**config.mk**
```make
export PLATFORM = sky130hd
export DESIGN_NAME = desc_queue_mgr
export DESIGN_NICKNAME = d
export VERILOG_FILES = /design/src/rtl/qm_pkg.sv /design/src/rtl/qm_region_xlate.sv /design/src/rtl/qm_link_ram.sv /design/src/rtl/qm_queue_state.sv /design/src/rtl/desc_queue_mgr.sv
export SDC_FILE = /design/constraint.sdc
export NUM_CORES = 1
export LEC_CHECK = 0
export ABC_AREA = 1
export ABC_CLOCK_PERIOD_IN_PS = 8100
export BUFFER_PORTS_ARGS = -buffer_cell sky130_fd_sc_hd__buf_2
export CELL_PAD_IN_SITES_DETAIL_PLACEMENT = 0
export CELL_PAD_IN_SITES_GLOBAL_PLACEMENT = 1
export CORE_ASPECT_RATIO = 1.5
export CORE_MARGIN = 2
export CORE_UTILIZATION = 48
export CTS_CLUSTER_SIZE = 12
export DETAILED_ROUTE_END_ITERATION = 10
export PLACE_DENSITY_LB_ADDON = 0.1
export SLEW_MARGIN = 10
export SYNTH_ARGS = -nofsm -noshare
export SYNTH_HDL_FRONTEND = slang
export SYNTH_SLANG_ARGS = --single-unit
```
**constraint.sdc**
```tcl
create_clock -name clk -period 8.1 [get_ports clk]
set_clock_uncertainty 0.05 [all_clocks]
set_input_delay 2.025 -clock clk [delete_from_list [all_inputs] [get_ports clk]]
set_output_delay 2.025 -clock clk [all_outputs]
set_load 0.05 [all_outputs]
```
**src/rtl/qm_pkg.sv**
```systemverilog
package qm_pkg;
    parameter int QM_NUM_Q    = 8;
    parameter int QM_NUM_DESC = 64;
    parameter int QM_ADDR_W   = 32;
    parameter int QM_NUM_REG  = 2;
    parameter int QM_LG_W     = 5;

    localparam int QM_QID_W = $clog2(QM_NUM_Q);
    localparam int QM_IDX_W = $clog2(QM_NUM_DESC);
    localparam int QM_CNT_W = $clog2(QM_NUM_DESC + 1);

    typedef logic [QM_IDX_W-1:0]  idx_t;
    typedef logic [QM_CNT_W-1:0]  cnt_t;
    typedef logic [QM_ADDR_W-1:0] addr_t;
    typedef logic [QM_QID_W-1:0]  qid_t;

    typedef struct packed {
        addr_t               base;
        logic [QM_LG_W-1:0]  size_lg;
        cnt_t                count;
        idx_t                start;
    } region_t;

    typedef struct packed {
        idx_t head;
        idx_t tail;
        cnt_t count;
    } qent_t;

    localparam region_t QM_REGIONS [QM_NUM_REG] = '{
        '{base: 32'h1000_0000, size_lg: 5'd6, count: 7'd32, start: 6'd0},
        '{base: 32'h2000_0000, size_lg: 5'd7, count: 7'd32, start: 6'd32}
    };
endpackage

```
**src/rtl/qm_region_xlate.sv**
```systemverilog
module qm_region_xlate
    import qm_pkg::*;
#(
    parameter region_t REGIONS [QM_NUM_REG] = QM_REGIONS
) (
    input  addr_t fwd_addr,
    output logic  fwd_hit,
    output idx_t  fwd_idx,
    input  idx_t  rev_idx,
    output addr_t rev_addr
);
    localparam int W = QM_CNT_W + 1;

    // address -> link index, first matching region wins
    always_comb begin
        fwd_hit = 1'b0;
        fwd_idx = '0;
        for (int r = 0; r < QM_NUM_REG; r++) begin
            addr_t off;
            addr_t slot;
            off  = fwd_addr - REGIONS[r].base;
            slot = off >> REGIONS[r].size_lg;
            if (!fwd_hit && fwd_addr >= REGIONS[r].base &&
                slot < QM_ADDR_W'(REGIONS[r].count)) begin
                fwd_hit = 1'b1;
                fwd_idx = REGIONS[r].start + QM_IDX_W'(slot);
            end
        end
    end

    // link index -> aligned descriptor address
    always_comb begin
        logic found;
        found    = 1'b0;
        rev_addr = '0;
        for (int r = 0; r < QM_NUM_REG; r++) begin
            logic [W-1:0] lo;
            logic [W-1:0] hi;
            logic [W-1:0] ix;
            lo = W'(REGIONS[r].start);
            hi = lo + W'(REGIONS[r].count);
            ix = W'(rev_idx);
            if (!found && ix >= lo && ix < hi) begin
                found    = 1'b1;
                rev_addr = REGIONS[r].base +
                           (QM_ADDR_W'(ix - lo) << REGIONS[r].size_lg);
            end
        end
    end
endmodule

```
**src/rtl/qm_link_ram.sv**
```systemverilog
module qm_link_ram
    import qm_pkg::*;
(
    input  logic clk,
    input  logic rst_n,
    input  logic we,
    input  idx_t waddr,
    input  idx_t wdata,
    input  idx_t raddr,
    output idx_t rdata
);
    idx_t mem_q [QM_NUM_DESC];
    idx_t mem_d [QM_NUM_DESC];

    always_comb begin
        mem_d = mem_q;
        if (we) mem_d[waddr] = wdata;
    end

    always_ff @(posedge clk) begin
        if (!rst_n) begin
            for (int i = 0; i < QM_NUM_DESC; i++) mem_q[i] <= '0;
        end else begin
            mem_q <= mem_d;
        end
    end

    assign rdata = mem_q[raddr];
endmodule

```
**src/rtl/qm_queue_state.sv**
```systemverilog
module qm_queue_state
    import qm_pkg::*;
(
    input  logic                         clk,
    input  logic                         rst_n,
    input  logic                         push_ok,
    input  qid_t                         push_qid,
    input  idx_t                         push_idx,
    input  logic                         pop_req,
    input  qid_t                         pop_qid,
    input  idx_t                         link_rdata,
    output idx_t                         link_raddr,
    output logic                         link_we,
    output idx_t                         link_waddr,
    output idx_t                         link_wdata,
    output logic                         pop_hit,
    output idx_t                         pop_idx,
    output logic [QM_NUM_Q-1:0]          empty_o,
    output logic [QM_NUM_Q-1:0][QM_CNT_W-1:0] cnt_o
);
    typedef struct packed {
        qent_t [QM_NUM_Q-1:0] q;
        logic  [QM_NUM_Q-1:0] empty;
    } st_t;

    st_t st_d, st_q;

    assign link_raddr = st_q.q[pop_qid].head;
    assign pop_idx    = st_q.q[pop_qid].head;

    always_comb begin
        qent_t cur;
        st_d       = st_q;
        pop_hit    = pop_req && (st_q.q[pop_qid].count != '0);
        link_we    = 1'b0;
        link_waddr = '0;
        link_wdata = '0;

        // pop is applied first
        if (pop_hit) begin
            st_d.q[pop_qid].count = st_q.q[pop_qid].count - 1'b1;
            if (st_q.q[pop_qid].count != cnt_t'(1))
                st_d.q[pop_qid].head = link_rdata;
        end

        // then the push, seeing the post-pop state
        cur = st_d.q[push_qid];
        if (push_ok) begin
            if (cur.count == '0) begin
                cur.head  = push_idx;
                cur.tail  = push_idx;
                cur.count = cnt_t'(1);
            end else begin
                link_we    = 1'b1;
                link_waddr = cur.tail;
                link_wdata = push_idx;
                cur.tail   = push_idx;
                cur.count  = cur.count + 1'b1;
            end
            st_d.q[push_qid] = cur;
        end

        for (int i = 0; i < QM_NUM_Q; i++)
            st_d.empty[i] = (st_d.q[i].count == '0);
    end

    always_ff @(posedge clk) begin
        if (!rst_n) st_q <= '{default: '0, empty: '1};
        else        st_q <= st_d;
    end

    always_comb begin
        for (int i = 0; i < QM_NUM_Q; i++) cnt_o[i] = st_q.q[i].count;
    end
    assign empty_o = st_q.empty;

    generate
        for (genvar g = 0; g < QM_NUM_Q; g++) begin : g_chk
            AST_EMPTY_MATCH: assert property (@(posedge clk) disable iff (!rst_n)
                empty_o[g] == (cnt_o[g] == '0));
            AST_NO_OVERFLOW: assert property (@(posedge clk) disable iff (!rst_n)
                cnt_o[g] <= cnt_t'(QM_NUM_DESC));
        end
    endgenerate

    AST_PUSH_STEP: assert property (@(posedge clk) disable iff (!rst_n)
        (push_ok && !(pop_req && pop_qid == push_qid))
        |=> cnt_o[$past(push_qid)] == $past(cnt_o[push_qid]) + 1'b1);

    AST_SAME_Q_HOLD: assert property (@(posedge clk) disable iff (!rst_n)
        (push_ok && pop_req && pop_qid == push_qid && cnt_o[push_qid] != '0)
        |=> $stable(cnt_o));
endmodule

```
**src/rtl/desc_queue_mgr.sv**
```systemverilog
module desc_queue_mgr
    import qm_pkg::*;
#(
    parameter region_t REGIONS [QM_NUM_REG] = QM_REGIONS
) (
    input  logic                 clk,
    input  logic                 rst_n,
    input  logic                 push_valid,
    input  logic [QM_QID_W-1:0]  push_qid,
    input  logic [QM_ADDR_W-1:0] push_addr,
    input  logic                 pop_req,
    input  logic [QM_QID_W-1:0]  pop_qid,
    output logic                 pop_valid,
    output logic [QM_ADDR_W-1:0] pop_addr,
    input  logic [QM_QID_W-1:0]  peek_qid,
    output logic [QM_CNT_W-1:0]  peek_count,
    output logic [QM_NUM_Q-1:0]  q_empty
);
    typedef struct packed {
        logic  valid;
        addr_t addr;
    } rsp_t;

    rsp_t  rsp_d, rsp_q;
    logic  fwd_hit, pop_hit, link_we;
    idx_t  fwd_idx, pop_idx, link_raddr, link_rdata, link_waddr, link_wdata;
    addr_t rev_addr;
    logic [QM_NUM_Q-1:0][QM_CNT_W-1:0] cnt;

    qm_region_xlate #(.REGIONS(REGIONS)) u_xlate (
        .fwd_addr (push_addr),
        .fwd_hit  (fwd_hit),
        .fwd_idx  (fwd_idx),
        .rev_idx  (pop_idx),
        .rev_addr (rev_addr)
    );

    qm_link_ram u_link (
        .clk   (clk),
        .rst_n (rst_n),
        .we    (link_we),
        .waddr (link_waddr),
        .wdata (link_wdata),
        .raddr (link_raddr),
        .rdata (link_rdata)
    );

    qm_queue_state u_state (
        .clk        (clk),
        .rst_n      (rst_n),
        .push_ok    (push_valid && fwd_hit),
        .push_qid   (push_qid),
        .push_idx   (fwd_idx),
        .pop_req    (pop_req),
        .pop_qid    (pop_qid),
        .link_rdata (link_rdata),
        .link_raddr (link_raddr),
        .link_we    (link_we),
        .link_waddr (link_waddr),
        .link_wdata (link_wdata),
        .pop_hit    (pop_hit),
        .pop_idx    (pop_idx),
        .empty_o    (q_empty),
        .cnt_o      (cnt)
    );

    always_comb begin
        rsp_d.valid = pop_req;
        rsp_d.addr  = pop_hit ? rev_addr : '0;
    end

    always_ff @(posedge clk) begin
        if (!rst_n) rsp_q <= '0;
        else        rsp_q <= rsp_d;
    end

    assign pop_valid  = rsp_q.valid;
    assign pop_addr   = rsp_q.addr;
    assign peek_count = cnt[peek_qid];

    AST_POP_ANSWERS: assert property (@(posedge clk) disable iff (!rst_n)
        pop_req |=> pop_valid);
    AST_NO_SPURIOUS_RSP: assert property (@(posedge clk) disable iff (!rst_n)
        !pop_req |=> !pop_valid);
    AST_EMPTY_POP_ZERO: assert property (@(posedge clk) disable iff (!rst_n)
        (pop_req && q_empty[pop_qid]) |=> (pop_addr == '0));
    AST_BAD_PUSH_DROP: assert property (@(posedge clk) disable iff (!rst_n)
        (push_valid && !fwd_hit && !pop_req) |=> $stable(cnt));
endmodule

```
==> results of run 1 <==
==> cells in the mapped netlist (all sizes together), types with 2 or more instances <==
cell type  instances
a21oi            136
a221oi            15
a22oi              6
a31oi              9
buf              180
clkbuf           121
clkinv            14
dfxtp            554
ha                 7
inv              481
nand2           1637
nand3            620
nand3b             2
nand4             34
nor2            1001
nor3              15
nor4               6
o211ai           103
o21a               9
o21ai            167
o21bai             2
o221ai             2
o22ai             32
or2               28
xor2               5
==> flip-flops by register name (all words and copies together), names as in the netlist <==
signal,flops
u_state.st_q,96
pop_addr,9
u_link.mem_q,384
pop_valid,1
u_state.empty_o,8
u_state.cnt_o,56
==> layout make-up <==
cell class / count / area [um2] / share of cell area
Multi-Input combinational cell: 3848 / 16960 / 0.4955
Sequential cell: 554 / 11090 / 0.3241
Inverter: 495 / 1861 / 0.05437
Clock buffer: 87 / 1692 / 0.04943
Timing Repair Buffer: 198 / 1451 / 0.04241
Tap cell: 870 / 1089 / 0.03181
Clock inverter: 11 / 82.58 / 0.002413
==> how the worst min path moves through the flow <==
stage	start	endpoint	slack (ns)
floorplan	u_state.st_q[112]$_SDFFE_PN0P_	u_state.st_q[112]$_SDFFE_PN0P_	0.38
global placement	u_state.st_q[73]$_SDFFE_PN0P_	u_state.st_q[73]$_SDFFE_PN0P_	0.39
detailed placement	u_state.st_q[73]$_SDFFE_PN0P_	u_state.st_q[73]$_SDFFE_PN0P_	0.40
CTS	u_state.st_q[73]$_SDFFE_PN0P_	u_state.st_q[73]$_SDFFE_PN0P_	0.41
global route	u_state.st_q[73]$_SDFFE_PN0P_	u_state.st_q[73]$_SDFFE_PN0P_	0.42
finish	u_state.st_q[56]$_SDFFE_PN0P_	u_state.st_q[56]$_SDFFE_PN0P_	0.41
==> power by group <==
| group | internal [uW] | total [uW] | switching (uW) |
|---|---|---|---|
| clock | 1430 | 2620 | 1190 |
| combinational | 201 | 836 | 635 |
| sequential | 2760 | 2770 | 13.9 |
==> metrics by stage <==
step / cell area, um2 / utilization
2_1_floorplan: 31330 / -
3_3_place_gp: 32450 / 0.5033
3_5_place_dp: 32450 / 0.5033
4_1_cts: 34220 / 0.5308
5_1_grt: 34220 / 0.5308
6_report: 34220 / 0.5308
==> layer usage <==
metal | vias to the layer above | routed length (um) | share of wire
met5 | - | 0 | 0
met4 | 0 | 11720 | 0.094
met3 | 478 | 7590 | 0.061
met2 | 1330 | 59990 | 0.48
met1 | 14978 | 45510 | 0.36
li1 | 16218 | - | -
==> kinds of logic (layout without fill, tap and decap cells) <==
logic type                 after synthesis  in the layout  share of synthesized area
and+or+nand+nor                       3344           3344                     0.4424
xor gates and xnor gates                 6              6                   0.002159
DFF                                    554            554                     0.3543
buffers and inverters                  796            791                     0.1073
other                                    1              9                  0.0001198
adders and majority gates                7              7                   0.002798
AOI/OAI and AO/OA                      482            482                    0.09086
==> worst register-to-register path: cells and delay by family (launching register included) <==
family | cells | cell delay, ns
DFF | 1 | 0.38
adders and majority gates | 2 | 0.35
AOI/OAI and AO/OA | 1 | 0.39
buffers and inverters | 5 | 0.41
and+or+nand+nor | 19 | 3.28
==> impl_metrics.ini, run 1 <==
[status]
status = completed

[clocking]
cts_hold_buf = 0
cts_buffers = 58
root_buffer = clkbuf_16
htree_levels = 2
cts_tree = yes
cts.sinks = 554
cts_setup_buffers = 0
cts_max_path_buffers = 3
cts_resized = 0
path_clk_slew_ns = 0.06
clk_latency_ns = 0.66

[routing]
drt_iter0_markers = 3029
vias = 33004
wl_per_cell_um = 20.59
via_per_inst = 5.444
drc = 0
wirelength_um = 124800
first_pass_iters = 8
ant_nets = 0

[worst_setup_path]
cpPeakStageDelay_ns = 0.51
critical-path-top-delay-family = simple AND/OR/NAND/NOR gates
critPathMaxFanout = 25
crit_slowest_cell = nor2_2
r2r_end = u_link.mem_q[281]$_SDFFE_PN0P_
crit_path_end_kind = register
r2r_start = u_state.cnt_o[36]$_SDFF_PN0_
arrival_ns = 7.18
worstSetupPathType = in2reg
critPathLaunch = pop_qid[1]
crit_top_cell = nand2_1
worstPathRequired_ns = 8.64
endpoint = u_link.mem_q[281]$_SDFFE_PN0P_
critical_path_depth = 29
r2r_cells = 27
r2r_slack_ns = 3.18
worst_setup_path_start_kind = primary input
path_buf_inv = 6

[yosys]
synth_top_area_cell = dfxtp_1
synth.yosys.warnings = 0
synth-seq-cells = 554
synth.cell_area_mm2 = 0.03130
ys_seq_area_frac = 0.3543
synthDistinctLibCells = 43
synth_edf_count = 0
yosysTopAreaCellShare = 0.3543
synth_cells = 5190
avgSynthCellArea_um2 = 6.031
ys.flop_type = dfxtp_1
synth_area_leaders = dfxtp_1 (35%), nand2_1 (19%), nor2_1 (12%)
async_flop_share = 0

[min_path]
hold_path_class = reg2reg
holdPathStages = 2

[power_and_ir_drop]
power.density_mw_per_mm2 = 182.0
p_leak_uw = 0.01627
total_power_uw = 6229
ir_drop_v = 0.0001669

[floorplanning]
die_h_um = 316.8
die_w_um = 212.5
io_pins = 93
initial_core_util = 0.4855
dieArea_mm2 = 0.06731
rows = 114
coreArea_mm2 = 0.06447

[sta]
setup_slack_ns = 1.459
maxSlewViolCount = 0
hold_viol = 0
fin_crit_ns = 6.641
fmax_mhz = 150.6
tns_ns = 0
finalCritPeriodShare = 0.8199
rsz0062_at_grt = false
slew-limit-headroom = 0.2415
hold_ws_ns = 0.4059
worstMarginPinSlew_ns = 1.138
finalSetupViolCount = 0

[global_route]
grt_max_degree = 209
grt-busiest-layer = met2
grt_util_met1 = 0.3997
overflow = 0
grtUsageMet2 = 0.6389
grt.total_usage = 0.3671
grt_pass1_wl_um = 185000
grt_pass1_vias = 30566
antenna_found_initial = 0
use_met3 = 0.04849

[placed_design]
dp_cells = 5965
dpl.hpwl_um = 84650
place_ws_ns = 0.8693
port_buffers = 78
gp_congestion = 1.005

[job]
drv_cap = 0

[cells_and_area]
final_common_cell = nand2_1
fin_nets = 5207
nFillCells = 7048
drive_above_1_share = 0.08454
diodes = 0
area_growth_pct = 9.334
final_cell_mix = nand2_1 (1,618), nor2_1 (956), nand3_1 (611)
fin_cells = 6063
Note: power is estimated with default switching activity, not from simulation.
==> run 2: changes to the inputs <==
ABC_CLOCK_PERIOD_IN_PS = 5700   (was 8100)
CORE_UTILIZATION = 40   (was 48)
clock period = 5.7 ns   (was 8.1 ns; I/O delays follow)
==> run 2 against run 1 <==
First-iteration DRC count fell by 15%; cell count rose by 8.1%; die area up 20%; wire length grew 5.9%; utilization shrank 4.3 points; clock power grew 50%; register-to-register slack got worse by 2.1 ns; largest power group unchanged.
==> impl_metrics.ini, run 2 (synthesis results as in run 1) <==
[worst_setup_path]
critPathMaxFanout = 9
crit_path_end_kind = register
crit_top_cell = nand2_1
r2r_slack_ns = 1.11
r2r_end = u_link.mem_q[338]$_SDFFE_PN0P_
r2r_start = u_state.cnt_o[36]$_SDFF_PN0_
r2r_cells = 25
crit_slowest_cell = nor2_2
worstPathRequired_ns = 6.23
critPathLaunch = pop_qid[1]
arrival_ns = 5.87
endpoint = u_link.mem_q[338]$_SDFFE_PN0P_
worstSetupPathType = in2reg
cpPeakStageDelay_ns = 0.84
worst_setup_path_start_kind = primary input

[clocking]
htree_levels = 2
root_buffer = clkbuf_16
cts_resized = 0
cts_tree = yes
cts_buffers = 59
clk_latency_ns = 0.66
cts_max_path_buffers = 3
cts_hold_buf = 0
cts.sinks = 554
path_clk_slew_ns = 0.06
cts_setup_buffers = 0

[cells_and_area]
final_cell_mix = nand2_1 (1,618), nor2_1 (954), nand3_1 (611)
drive_above_1_share = 0.1418
largest_reg_flops = 384
reg.largest.list = u_link.mem_q x384, u_state.st_q x96, u_state.cnt_o x56
top_register = u_link.mem_q
nFillCells = 8417
area_growth_pct = 20.58
fin_nets = 5544
final_common_cell = nand2_1

[routing]
ant_nets = 0
via_per_inst = 5.182
vias = 33956
first_pass_iters = 5
wirelength_um = 132200
wl_per_cell_um = 20.17
drt_iter0_markers = 2573
drc = 0

[floorplanning]
initial_core_util = 0.4043
die_w_um = 232.4
rows = 125
die_h_um = 346.6
io_pins = 93
coreArea_mm2 = 0.07742
dieArea_mm2 = 0.08055

[power_and_ir_drop]
clock_power_share = 0.423
swShare = 0.2931
p_switching_uw = 2714
power.internal_uw = 6547
power_frac_seq = 0.425
p_leak_uw = 0.01818
power.density_mw_per_mm2 = 245.4
ir_drop_v = 0.0002179
p_comb_frac = 0.152

[global_route]
grt.total_usage = 0.3249
grt_pass1_wl_um = 197100
grt_pass1_vias = 32134
antenna_found_initial = 0
grt_max_degree = 174
overflow = 0

[sta]
worstMarginPinSlew_ns = 1.285
fmax_mhz = 187.3
tns_ns = 0
maxSlewViolCount = 0
slew-limit-headroom = 0.1389
hold_ws_ns = 0.4057
fin_crit_ns = 5.340
finalCritPeriodShare = 0.9368
hold_viol = 0
rsz0062_at_grt = false
finalSetupViolCount = 0

[placed_design]
port_buffers = 78
dpl.hpwl_um = 95520
gp_congestion = 0.9757

[job]
drv_cap = 0

[status]
status = completed

[min_path]
hold_path_class = reg2reg
[run 2: cell types whose count changed in the layout (fill, tap and decap cells not counted), sizes merged]
cell / before / now
diode: 0 / 1
inv: 479 / 481
bufinv: 0 / 2
clkinv: 25 / 26
clkbuf: 87 / 89
buf: 198 / 534
[run 2: routing by layer]
layer / GRT usage / vias up / share of wire
met5: 0 / - / 0
met2: 0.5816 / 948 / 0.50
met1: 0.3518 / 15669 / 0.38
met3: 0.03895 / 420 / 0.042
met4: 0.2268 / 0 / 0.081
li1: - / 16919 / -
[run 2: layout make-up]
class / instances / area (um2) / share of cell area
clock inverters: 16 / 153.9 / 0.004078
repair buffers: 534 / 4662 / 0.1235
flip-flops and latches: 554 / 11090 / 0.2938
multi-input cells: 3848 / 16960 / 0.4494
inverters: 495 / 1861 / 0.04930
clock buffers: 89 / 1740 / 0.04611
diodes: 1 / 2.502 / 0.00006630
well taps: 1016 / 1271 / 0.03368
[run 2: worst max-delay path: cells and delay by family]
family / cells / cell delay [ns]
simple gates: 22 / 3.82
buf+inv: 4 / 0.59
[run 2: through the flow]
step	setup WS (ns)	util	instances	power, uW	instance area, um2
after floorplan	0.6828	-	5198	4828	31330
after global placement	-0.2478	0.4630	6447	5414	35850
after detailed placement	-0.2807	0.4630	6447	5415	35850
after CTS	0.3837	0.4875	6552	9317	37740
after global routing	0.02445	0.4875	6552	9592	37740
final	0.3600	0.4875	6553	9261	37740
[run 2: worst min-delay path by stage]
stage / start / endpoint / cells after the start
2_1_floorplan: u_state.st_q[112]$_SDFFE_PN0P_ / u_state.st_q[112]$_SDFFE_PN0P_ / 2
3_3_place_gp: u_state.st_q[73]$_SDFFE_PN0P_ / u_state.st_q[73]$_SDFFE_PN0P_ / 2
3_5_place_dp: u_state.st_q[75]$_SDFFE_PN0P_ / u_state.st_q[75]$_SDFFE_PN0P_ / 2
4_1_cts: u_state.st_q[75]$_SDFFE_PN0P_ / u_state.st_q[75]$_SDFFE_PN0P_ / 2
5_1_grt: u_state.st_q[54]$_SDFFE_PN0P_ / u_state.st_q[54]$_SDFFE_PN0P_ / 2
6_report: u_state.st_q[75]$_SDFFE_PN0P_ / u_state.st_q[75]$_SDFFE_PN0P_ / 2
[run 2: power groups by stage]
stage	registers [uW]	clock network, uW	logic (uW)
after global routing	3940	4140	1510
after CTS	3940	3980	1390
after detailed placement	4020	0	1390
final	3940	3920	1410
after global placement	4030	0	1390
after floorplan	4020	0	805
